==> config.mk <==
export PLATFORM = sky130hd
export DESIGN_NAME = stb_reload_counter
export DESIGN_NICKNAME = d
export VERILOG_FILES = /design/src/rtl/stb_pkg.sv /design/src/rtl/stb_incr_chain.sv /design/src/rtl/stb_ge_chain.sv /design/src/rtl/stb_term_reg.sv /design/src/rtl/stb_reload_counter.sv
export SDC_FILE = /design/constraint.sdc
export NUM_CORES = 1
export LEC_CHECK = 0
export BUFFER_PORTS_ARGS = -buffer_cell sky130_fd_sc_hd__buf_2
export CAP_MARGIN = 5
export CORE_MARGIN = 4
export CORE_UTILIZATION = 53
export DETAILED_ROUTE_END_ITERATION = 10
export PLACE_DENSITY = 0.93
export SYNTH_ARGS = -nofsm -noshare
export SYNTH_HDL_FRONTEND = slang
export SYNTH_SLANG_ARGS = --single-unit
==> constraint.sdc <==
create_clock -name clk -period 8 [get_ports clk]
set_input_delay 1.6 -clock clk [delete_from_list [all_inputs] [get_ports clk]]
set_output_delay 1.6 -clock clk [all_outputs]
set_load 0.02 [all_outputs]
==> src/rtl/stb_pkg.sv <==
package stb_pkg;
  localparam int unsigned CNT_W = 16;

  // one bit of a ripple adder: sum output
  function automatic logic f_sum_bit(input logic a, input logic b, input logic c);
    return a ^ b ^ c;
  endfunction

  // one bit of a ripple adder: carry output
  function automatic logic f_carry_bit(input logic a, input logic b, input logic c);
    return (a & b) | (a & c) | (b & c);
  endfunction
endpackage

==> src/rtl/stb_incr_chain.sv <==
module stb_incr_chain
  import stb_pkg::*;
#(
  parameter int unsigned W = CNT_W
) (
  input  logic [W-1:0] a_in,
  input  logic         c_in,
  output logic [W-1:0] sum_out
);
  logic [W-1:0] carry;

  assign carry[0] = c_in;

  for (genvar i = 0; i < W; i++) begin : g_bit
    assign sum_out[i] = f_sum_bit(a_in[i], 1'b0, carry[i]);
    if (i < W - 1) begin : g_carry
      assign carry[i+1] = f_carry_bit(a_in[i], 1'b0, carry[i]);
    end
  end
endmodule

==> src/rtl/stb_ge_chain.sv <==
module stb_ge_chain
  import stb_pkg::*;
#(
  parameter int unsigned W = CNT_W
) (
  input  logic [W-1:0] lhs,
  input  logic [W-1:0] rhs,
  output logic         ge_out
);
  // lhs + ~rhs + 1: the carry out of the top bit is high exactly when lhs >= rhs
  logic [W:0] carry;

  assign carry[0] = 1'b1;

  for (genvar i = 0; i < W; i++) begin : g_bit
    assign carry[i+1] = f_carry_bit(lhs[i], ~rhs[i], carry[i]);
  end

  assign ge_out = carry[W];
endmodule

==> src/rtl/stb_term_reg.sv <==
module stb_term_reg #(
  parameter int unsigned W = 16
) (
  input  logic         clk,
  input  logic [W-1:0] d_in,
  output logic [W-1:0] q_out
);
  // captured on every edge, with no reset and no enable
  always_ff @(posedge clk) begin
    q_out <= d_in;
  end
endmodule

==> src/rtl/stb_reload_counter.sv <==
module stb_reload_counter
  import stb_pkg::*;
#(
  parameter int unsigned W = CNT_W
) (
  input  logic         clk,
  input  logic         rst_n,
  input  logic         en,
  input  logic [W-1:0] term_in,
  output logic [W-1:0] count,
  output logic         strobe
);
  localparam logic [W-1:0] RELOAD_VAL = W'(1);

  logic [W-1:0] count_q;
  logic         strobe_q;
  logic [W-1:0] term_q;
  logic [W-1:0] next_count;
  logic         at_term;
  logic         fire;
  logic         reload;

  stb_term_reg #(.W(W)) u_term (
    .clk   (clk),
    .d_in  (term_in),
    .q_out (term_q)
  );

  stb_incr_chain #(.W(W)) u_incr (
    .a_in    (count_q),
    .c_in    (en),
    .sum_out (next_count)
  );

  stb_ge_chain #(.W(W)) u_cmp (
    .lhs    (count_q),
    .rhs    (term_q),
    .ge_out (at_term)
  );

  assign fire   = en & at_term;
  assign reload = ~rst_n | strobe_q;

  always_ff @(posedge clk) begin
    if (reload) begin
      count_q  <= RELOAD_VAL;
      strobe_q <= 1'b0;
    end else begin
      count_q  <= next_count;
      strobe_q <= fire;
    end
  end

  assign count  = count_q;
  assign strobe = strobe_q;
endmodule

==> results of run 1 <==
worst reg2reg max path, delay by kind of cell (launching register included):
kind	cells	cell delay, ps
xor gates and xnor gates	1	130
and+or+nand+nor	1	150
DFF	1	350
adders and majority gates	15	2750
report_power, final:
part / internal [mW] / leakage [nW] / switching (mW) / total (mW)
clock: 0.0414 / 0.0314 / 0.0489 / 0.0903
combinational: 0.00894 / 0.509 / 0.00875 / 0.0177
sequential: 0.170 / 0.273 / 0.00336 / 0.174
total: 0.221 / 0.813 / 0.0610 / 0.282
cells by family after synthesis:
family / share of synthesized area [%]
AOI/OAI and AO/OA: 10.9
xor gates and xnor gates: 0.701
adders and majority gates: 15.9
buffers and inverters: 4.80
DFF: 52.9
and+or+nand+nor: 14.8
worst paths after layout:
check	startpoint	end	slack, ps	cells past startpoint
worst max-delay path	en	count[15]	3490	18
worst min-delay path	strobe	count[0]	580	2
worst max register to register	count[0]	count[15]	4530	17
worst min register to register	strobe	count[0]	580	2
metrics by stage:
step / std cells / power (mW) / area (sq um) / setup slack [ps]
floorplan: 112 / 0.187 / 1250 / 3430
global placement: 174 / 0.194 / 1460 / 3200
detailed placement: 174 / 0.195 / 1460 / 3140
CTS: 181 / 0.286 / 1510 / 3480
global route: 181 / 0.298 / 1510 / 3400
finish: 181 / 0.282 / 1510 / 3490
final cells by class:
cell class                 count  share of cell area (%)
clock buffer                   7                    3.64
inverter                      15                    3.73
multi-input combinational     63                    35.0
sequential                    33                    43.7
tap                           28                    2.32
timing repair buffer          35                    11.6
layout by cell type, fill, tap and decap left out:
cell type	count
a211oi_1	1
a211oi_2	1
a21boi_1	1
a21oi_1	1
a222oi_1	1
a22oi_1	2
a2bb2oi_1	1
a311oi_1	1
and2_1	15
buf_2	35
clkbuf_1	1
clkbuf_4	5
clkbuf_8	1
dfxtp_1	33
ha_1	15
inv_1	15
maj3_2	1
nand2_1	1
nand2b_1	6
nand4_1	1
nor2_1	1
nor2b_1	2
nor2b_4	2
o2111ai_1	1
o211ai_1	1
o21ai_0	1
o22a_1	1
o22ai_1	5
xor2_1	1
synth_stat cells:
cell type / instances / area (sq um)
o2111ai_1: 1 / 8.76
dfxtp_1: 33 / 661
a311oi_1: 1 / 8.76
xor2_1: 1 / 8.76
clkbuf_1: 1 / 3.75
o22a_1: 1 / 8.76
nor2b_1: 2 / 12.5
nand2b_1: 6 / 37.5
a21oi_1: 1 / 5.00
a211oi_2: 1 / 12.5
a21boi_1: 1 / 7.51
a22oi_1: 2 / 15.0
and2_1: 15 / 93.8
nor2b_4: 2 / 27.5
o211ai_1: 1 / 7.51
ha_1: 15 / 188
nand4_1: 1 / 6.26
a211oi_1: 1 / 7.51
a222oi_1: 1 / 10.0
inv_1: 15 / 56.3
o21ai_0: 1 / 5.00
maj3_2: 1 / 11.3
nand2_1: 1 / 3.75
nor2_1: 1 / 3.75
o22ai_1: 5 / 31.3
a2bb2oi_1: 1 / 8.76
per-layer routing:
layer  global-route usage, %  share of wire, %
met1                    13.6                38
met5                       0                 0
met3                    8.51               6.5
met2                    28.4                53
met4                    8.81               2.6
state kept, by name (all words and copies together) (netlist names):
signal	count
count	16
strobe	1
u_term.q_out	16
==> reports/results.ini, run 1 <==
[sta]
fin_crit_ps = 4510
skew_ps = 8.96
slew_headroom_pct = 79.5
rsz0062_at_grt = no
finalCritPeriodShare_pct = 56.4
holdWs_ps = 583
hold_viol = 0
worst_pin_slew_ps = 307
fin_setup_tns_ps = 0
drv_slew = 0
setup_violations = 0
max_freq_ghz = 0.222

[floorplanning]
rows = 17
initial_utilization_pct = 56.0
ios = 36
die_area_sq_mm = 0.00320
core_sq_mm = 0.00223
die_w_um = 56.6
die_h_um = 56.6

[setup_path]
worstPathArrival_ps = 4740
cp_max_fo = 2
cp_num_buf_inv = 1
cp_top_family = adder cells
setup.worst_path.class = in2reg
cp_cell_sequence = buf_2 > ha_1 > ha_1 > ha_1 > ha_1 > ha_1 > ha_1 > ha_1 > ha_1 > ha_1 > ha_1 > ha_1 > ha_1 > ha_1 > ha_1 > ha_1 > xor2_1 > and2_1
crit_slowest_cell = ha_1
critPathMaxStageDelay_ps = 200
cpMostUsedCell = ha_1
end_kind = register
worstPathRequired_ps = 8230
start_kind = input pin

[place]
dp_hpwl_mm = 1.80
place_congestion = 0.718
io_buffers = 35

[clock_tree]
cts_resized = 0
postCtsSetupBuffers = 0
cts.sinks = 33
root_buffer = clkbuf_4
cts_tree = yes
path_clk_slew_ps = 90
clock_latency_ps = 320
ctsLongestPathBuffers = 2
hold_buffers = 0
htreeDepth = 2
numCtsBuffers = 5

[global_route]
grt_overflow = 0
track_usage_pct = 15.8
antenna_found_initial = 0
grt_pass1_vias = 921
grt_max_degree = 18
grt_pass1_wl_mm = 3.75

[worst_hold_path]
hp-class = reg2reg

[drt]
drc = 0
wl_per_cell_um = 12.3
dr.pass1.iters = 4
routed_wl_mm = 2.23
routed_via_density = 4.92
vias = 890
antenna_left = 0
drt_iter0_markers = 7

[synthesis]
synth_cells = 112
yosys_warnings = 0
syn_nets = 146
ys_ff_latch = 33
netlist_area_sq_mm = 0.00125
ys_seq_area_share_pct = 52.9
synth.avg_cell_area_sq_um = 11.2
synth_cell_types = 26

[finish]
insertedDiodeCount = 0
layout-drive-gt1-share_pct = 29.4
area_growth_pct = 20.9
nFillCells = 192
final_core_util_pct = 67.7
seqCellArea_sq_um = 661
final_net_count = 187
multiInputGateArea_sq_um = 529

[pwr]
ir_worst_vdd_v = 0.000142
p_leak_nw = 0.813
power_density_mw_per_mm2 = 186

[run]
drv_cap = 0

[run_status]
status = finished clean

Note: power is estimated with default switching activity, not from simulation.
==> run 2: changes to the inputs <==
--- a/config.mk
+++ b/config.mk
@@ -8,9 +8,9 @@
 export BUFFER_PORTS_ARGS = -buffer_cell sky130_fd_sc_hd__buf_2
 export CAP_MARGIN = 5
 export CORE_MARGIN = 4
-export CORE_UTILIZATION = 53
+export CORE_UTILIZATION = 49
 export DETAILED_ROUTE_END_ITERATION = 10
-export PLACE_DENSITY = 0.93
+export PLACE_DENSITY = 0.88
 export SYNTH_ARGS = -nofsm -noshare
 export SYNTH_HDL_FRONTEND = slang
 export SYNTH_SLANG_ARGS = --single-unit
==> constraint.sdc (replaced) <==
create_clock -name clk -period 4.4 [get_ports clk]
set_input_delay 0.88 -clock clk [delete_from_list [all_inputs] [get_ports clk]]
set_output_delay 0.88 -clock clk [all_outputs]
set_load 0.02 [all_outputs]
==> run 2 against run 1 <==
Compared with the run above:
- routed wire length rose by 3.5%
- setup slack worse by 2900 ps
- total power increased by 120%
- global-route usage increased by 0.19 points
- sequential power up 82%
- critical path depth is the same
- combinational power is 82% higher
- sequential share of layout area decreased by 1.4 points
- count of clock-buffer cells in the layout is 2 lower
- non-clock buffer count is the same
- clock power grew to 3.1 times the previous value
- register-to-register slack got worse by 3600 ps
- critical endpoint unchanged
- highest routed layer unchanged
==> reports/results.ini, run 2 (synthesis results as in run 1) <==
[run_status]
status = finished clean

[pwr]
power_frac_comb_pct = 5.2
power_density_mw_per_mm2 = 400
p_sw_uw = 123
switching_share_pct = 19.7
pwr-share-clk_pct = 44.2
pwr-share-seq_pct = 50.6
ir_worst_vdd_v = 0.000367
power.internal_uw = 502
p_leak_nw = 0.837

[place]
dp.cells = 176
pre_cts_slack_ps = 226
place_congestion = 0.748
dp_hpwl_mm = 1.84
io_buffers = 35

[finish]
multiInputGateArea_sq_um = 529
insertedDiodeCount = 0
stdcell_count = 184
seqCellArea_sq_um = 661
layout_commonest_cell = buf_2
area_growth_pct = 24.9
final_core_util_pct = 63.6
final_net_count = 187
final_cell_mix = 35 x buf_2, 33 x dfxtp_1, 15 x and2_1, 15 x inv_1, 15 x ha_1
nFillCells = 221
layout-drive-gt1-share_pct = 30.5

[setup_path]
cp_max_fo = 2
worstPathArrival_ps = 4040
crit_start = en
worstPathRequired_ps = 4640
end_kind = register
setup.worst_path.class = in2reg
reg2reg_from = count[0]
start_kind = input pin

[drt]
routed_wl_mm = 2.31
wl_met2_mm = 1.14
dr.pass1.iters = 4
dr.max_layer_used = met4
m1WireLength_um = 936
drc = 0
vias = 884
antenna_left = 0
dr_wl_met3_um = 201
drt_iter0_markers = 16
routed_via_density = 4.80
wl_per_cell_um = 12.5

[worst_hold_path]
hold_start = u_term.q_out[12]
hp-class = reg2reg

[floorplanning]
die_w_um = 58.5
core_sq_mm = 0.00245
die_h_um = 58.5
ios = 36
rows = 18
die_area_sq_mm = 0.00342
initial_utilization_pct = 50.9

[sta]
fin_setup_tns_ps = 0
finalWorstSetupSlack_ps = 602
worst_pin_slew_ps = 322
hold_viol = 0
rsz0062_at_grt = no
setup_violations = 0
fin_crit_ps = 3800
max_freq_ghz = 0.263
skew_ps = 8.29
slew_headroom_pct = 78.5
finalCritPeriodShare_pct = 86.3
drv_slew = 0

[global_route]
grt_pass1_wl_mm = 3.86
grt_pass1_vias = 905
track_usage_pct = 16.0
antenna_found_initial = 0
grt_max_degree = 18
grt_overflow = 0

[clock_tree]
cts.sinks = 33
root_buffer = clkbuf_4
cts_resized = 0
path_clk_slew_ps = 100
cts_tree = yes
numCtsBuffers = 5
clock_latency_ps = 330
ctsLongestPathBuffers = 2
postCtsSetupBuffers = 0
hold_buffers = 0
htreeDepth = 2

[run]
drv_cap = 0

## run 2: final timing paths
path / to / slack [ps] / cells after the start
setup / recovery: count[15] / 600 / 18
setup reg to reg: count[15] / 910 / 17
hold / removal: strobe / 580 / 3
hold reg to reg: strobe / 580 / 3
## run 2: cell type report
cell class | instances | area share (%)
sequential | 33 | 42.3
multi-input combinational | 63 | 33.9
timing repair buffer | 35 | 11.2
clock inverter | 3 | 4.17
inverter | 15 | 3.61
clock buffer | 5 | 2.40
tap | 30 | 2.40
## run 2: routing by layer
layer  vias up  global-route usage, %
met4         0                   8.61
met3         4                   9.65
met1       387                   15.6
li1        460                      -
met5         -                      0
met2        33                   26.2
## run 2: stage by stage
stage               instance area [sq um]  hold WS [ps]  power [mW]
detailed placement                   1460           570       0.356
floorplan                            1250           546       0.340
CTS                                  1560           583       0.636
finish                               1560           582       0.625
global route                         1560           601       0.655
global placement                     1460           551       0.353
## run 2: worst max-delay path: stages
cell    delay, ps
buf_2         110
ha_1          190
ha_1          180
ha_1          180
ha_1          180
ha_1          190
ha_1          190
ha_1          190
ha_1          180
ha_1          180
ha_1          190
ha_1          180
ha_1          180
ha_1          180
ha_1          180
ha_1          190
xor2_1        140
and2_1        150
## run 2: power by group through the flow
stage | Combinational, mW | Clock (mW) | Sequential (mW)
after global routing | 0.0375 | 0.300 | 0.317
final | 0.0323 | 0.276 | 0.316
after global placement | 0.0313 | 0 | 0.322
after detailed placement | 0.0329 | 0 | 0.323
after CTS | 0.0330 | 0.287 | 0.316
after floorplan | 0.0151 | 0 | 0.325
==> run 3: changes to the inputs <==
--- a/config.mk
+++ b/config.mk
@@ -7,7 +7,8 @@
 export LEC_CHECK = 0
 export BUFFER_PORTS_ARGS = -buffer_cell sky130_fd_sc_hd__buf_2
 export CAP_MARGIN = 5
-export CORE_MARGIN = 4
+export CORE_ASPECT_RATIO = 1.5
+export CORE_MARGIN = 2
 export CORE_UTILIZATION = 49
 export DETAILED_ROUTE_END_ITERATION = 10
 export PLACE_DENSITY = 0.88
==> run 3 against run 2 <==
Compared with the run above:
- sequential share of layout area up 1.5 points
- highest routed layer unchanged
- design area is 3.5% lower
- global-route usage up 1.1 points
- fmax grew 0.37%
- combinational power grew 2%
- routed wire length fell by 3.5%
- hold slack worse by 14 ps
- sequential power about the same
==> reports/results.ini, run 3 (synthesis results as in run 1) <==
[run_status]
status = finished clean

[global_route]
grt_pass1_vias = 937
grt_max_degree = 18
grt_pass1_wl_mm = 3.55
antenna_found_initial = 0
grt_overflow = 0
track_usage_pct = 17.0

[floorplanning]
rows = 22
die_area_sq_mm = 0.00298
die_w_um = 45.2
core_sq_mm = 0.00245
die_h_um = 65.9
ios = 36
initial_utilization_pct = 51.0

[pwr]
power_density_mw_per_mm2 = 339
ir_worst_vdd_v = 0.000188
p_leak_nw = 0.813
p_total_uw = 511

[setup_path]
reg2reg_from = count[0]
end_kind = register
start_kind = input pin
worstPathRequired_ps = 4620
setup.worst_path.class = in2reg
cp_max_fo = 2
crit_start = en
worstPathArrival_ps = 4000

[sta]
finalCritPeriodShare_pct = 86.0
fin_crit_ps = 3780
setup_violations = 0
skew_ps = 4.93
drv_slew = 0
slew_headroom_pct = 78.3
rsz0062_at_grt = no
hold_viol = 0
worst_pin_slew_ps = 323
fin_setup_tns_ps = 0
max_freq_ghz = 0.264

[clock_tree]
path_clk_slew_ps = 80
clock_latency_ps = 320
postCtsSetupBuffers = 0
cts_resized = 0
cts.sinks = 33
hold_buffers = 0
ctsLongestPathBuffers = 2
htreeDepth = 2
numCtsBuffers = 5
cts_tree = yes
root_buffer = clkbuf_4

[place]
io_buffers = 35
place_congestion = 0.753
dp_hpwl_mm = 1.74

[drt]
dr.pass1.iters = 4
drt_iter0_markers = 7
antenna_left = 0
wl_per_cell_um = 12.6
drc = 0
routed_wl_mm = 2.22
vias = 924
routed_via_density = 5.22

[finish]
layout-drive-gt1-share_pct = 29.4
layout_commonest_cell = buf_2
area_growth_pct = 20.5
final_cell_mix = 35 x buf_2, 33 x dfxtp_1, 15 x and2_1, 15 x inv_1, 15 x ha_1
nFillCells = 206
insertedDiodeCount = 0
final_net_count = 187

[worst_hold_path]
hp-class = reg2reg
hold_start = strobe

[run]
drv_cap = 0

## run 3: cell count changes in the layout (fill, tap and decap cells not counted)
cell / previous run / this run
clkbuf_8: 0 / 1
clkbuf_1: 0 / 1
clkinv_2: 1 / 0
bufinv_16: 2 / 0
## run 3: layer usage
layer / share of wire [%] / global-route usage (%)
met5: 0 / 0
met4: 3.1 / 11.4
met3: 5.8 / 5.74
met2: 54 / 30.7
met1: 37 / 14.9
## run 3: path summary, 6_finish.rpt
check	cells past startpoint	end	slack, ps
worst max-delay path	18	count[15]	620
worst min-delay path	2	count[0]	570
worst max register to register	17	count[15]	930
worst min register to register	2	count[0]	570
## run 3: power breakdown
part	switching [mW]	leakage (nW)	internal, mW
Combinational	0.0163	0.509	0.0165
Clock	0.0870	0.0314	0.0753
Sequential	0.00622	0.273	0.309
Total	0.110	0.813	0.401
## run 3: stage by stage
stage                     std cells  hold WS (ps)  worst slack [ps]  cell area, sq um  utilization, %
after floorplan                 112           546               546              1250               -
after global placement          170           543               320              1450            59.2
after detailed placement        170           560               263              1450            59.2
after CTS                       177           580               611              1510            61.5
after global routing            177           618               464              1510            61.5
final                           177           568               616              1510            61.5
## run 3: worst max-delay path, cell delays in order
cell,delay (ps)
buf_2,110
ha_1,190
ha_1,180
ha_1,180
ha_1,190
ha_1,180
ha_1,180
ha_1,190
ha_1,180
ha_1,180
ha_1,180
ha_1,180
ha_1,180
ha_1,170
ha_1,170
ha_1,180
xor2_1,130
and2_1,150
## run 3: final cells by class
cell class / count / area [sq um] / share of cell area (%)
clock buffers: 7 / 55.1 / 3.65
inverters: 15 / 56.3 / 3.74
multi-input cells: 63 / 529 / 35.1
flip-flops and latches: 33 / 661 / 43.9
well taps: 24 / 30.0 / 1.99
repair buffers: 35 / 175 / 11.6
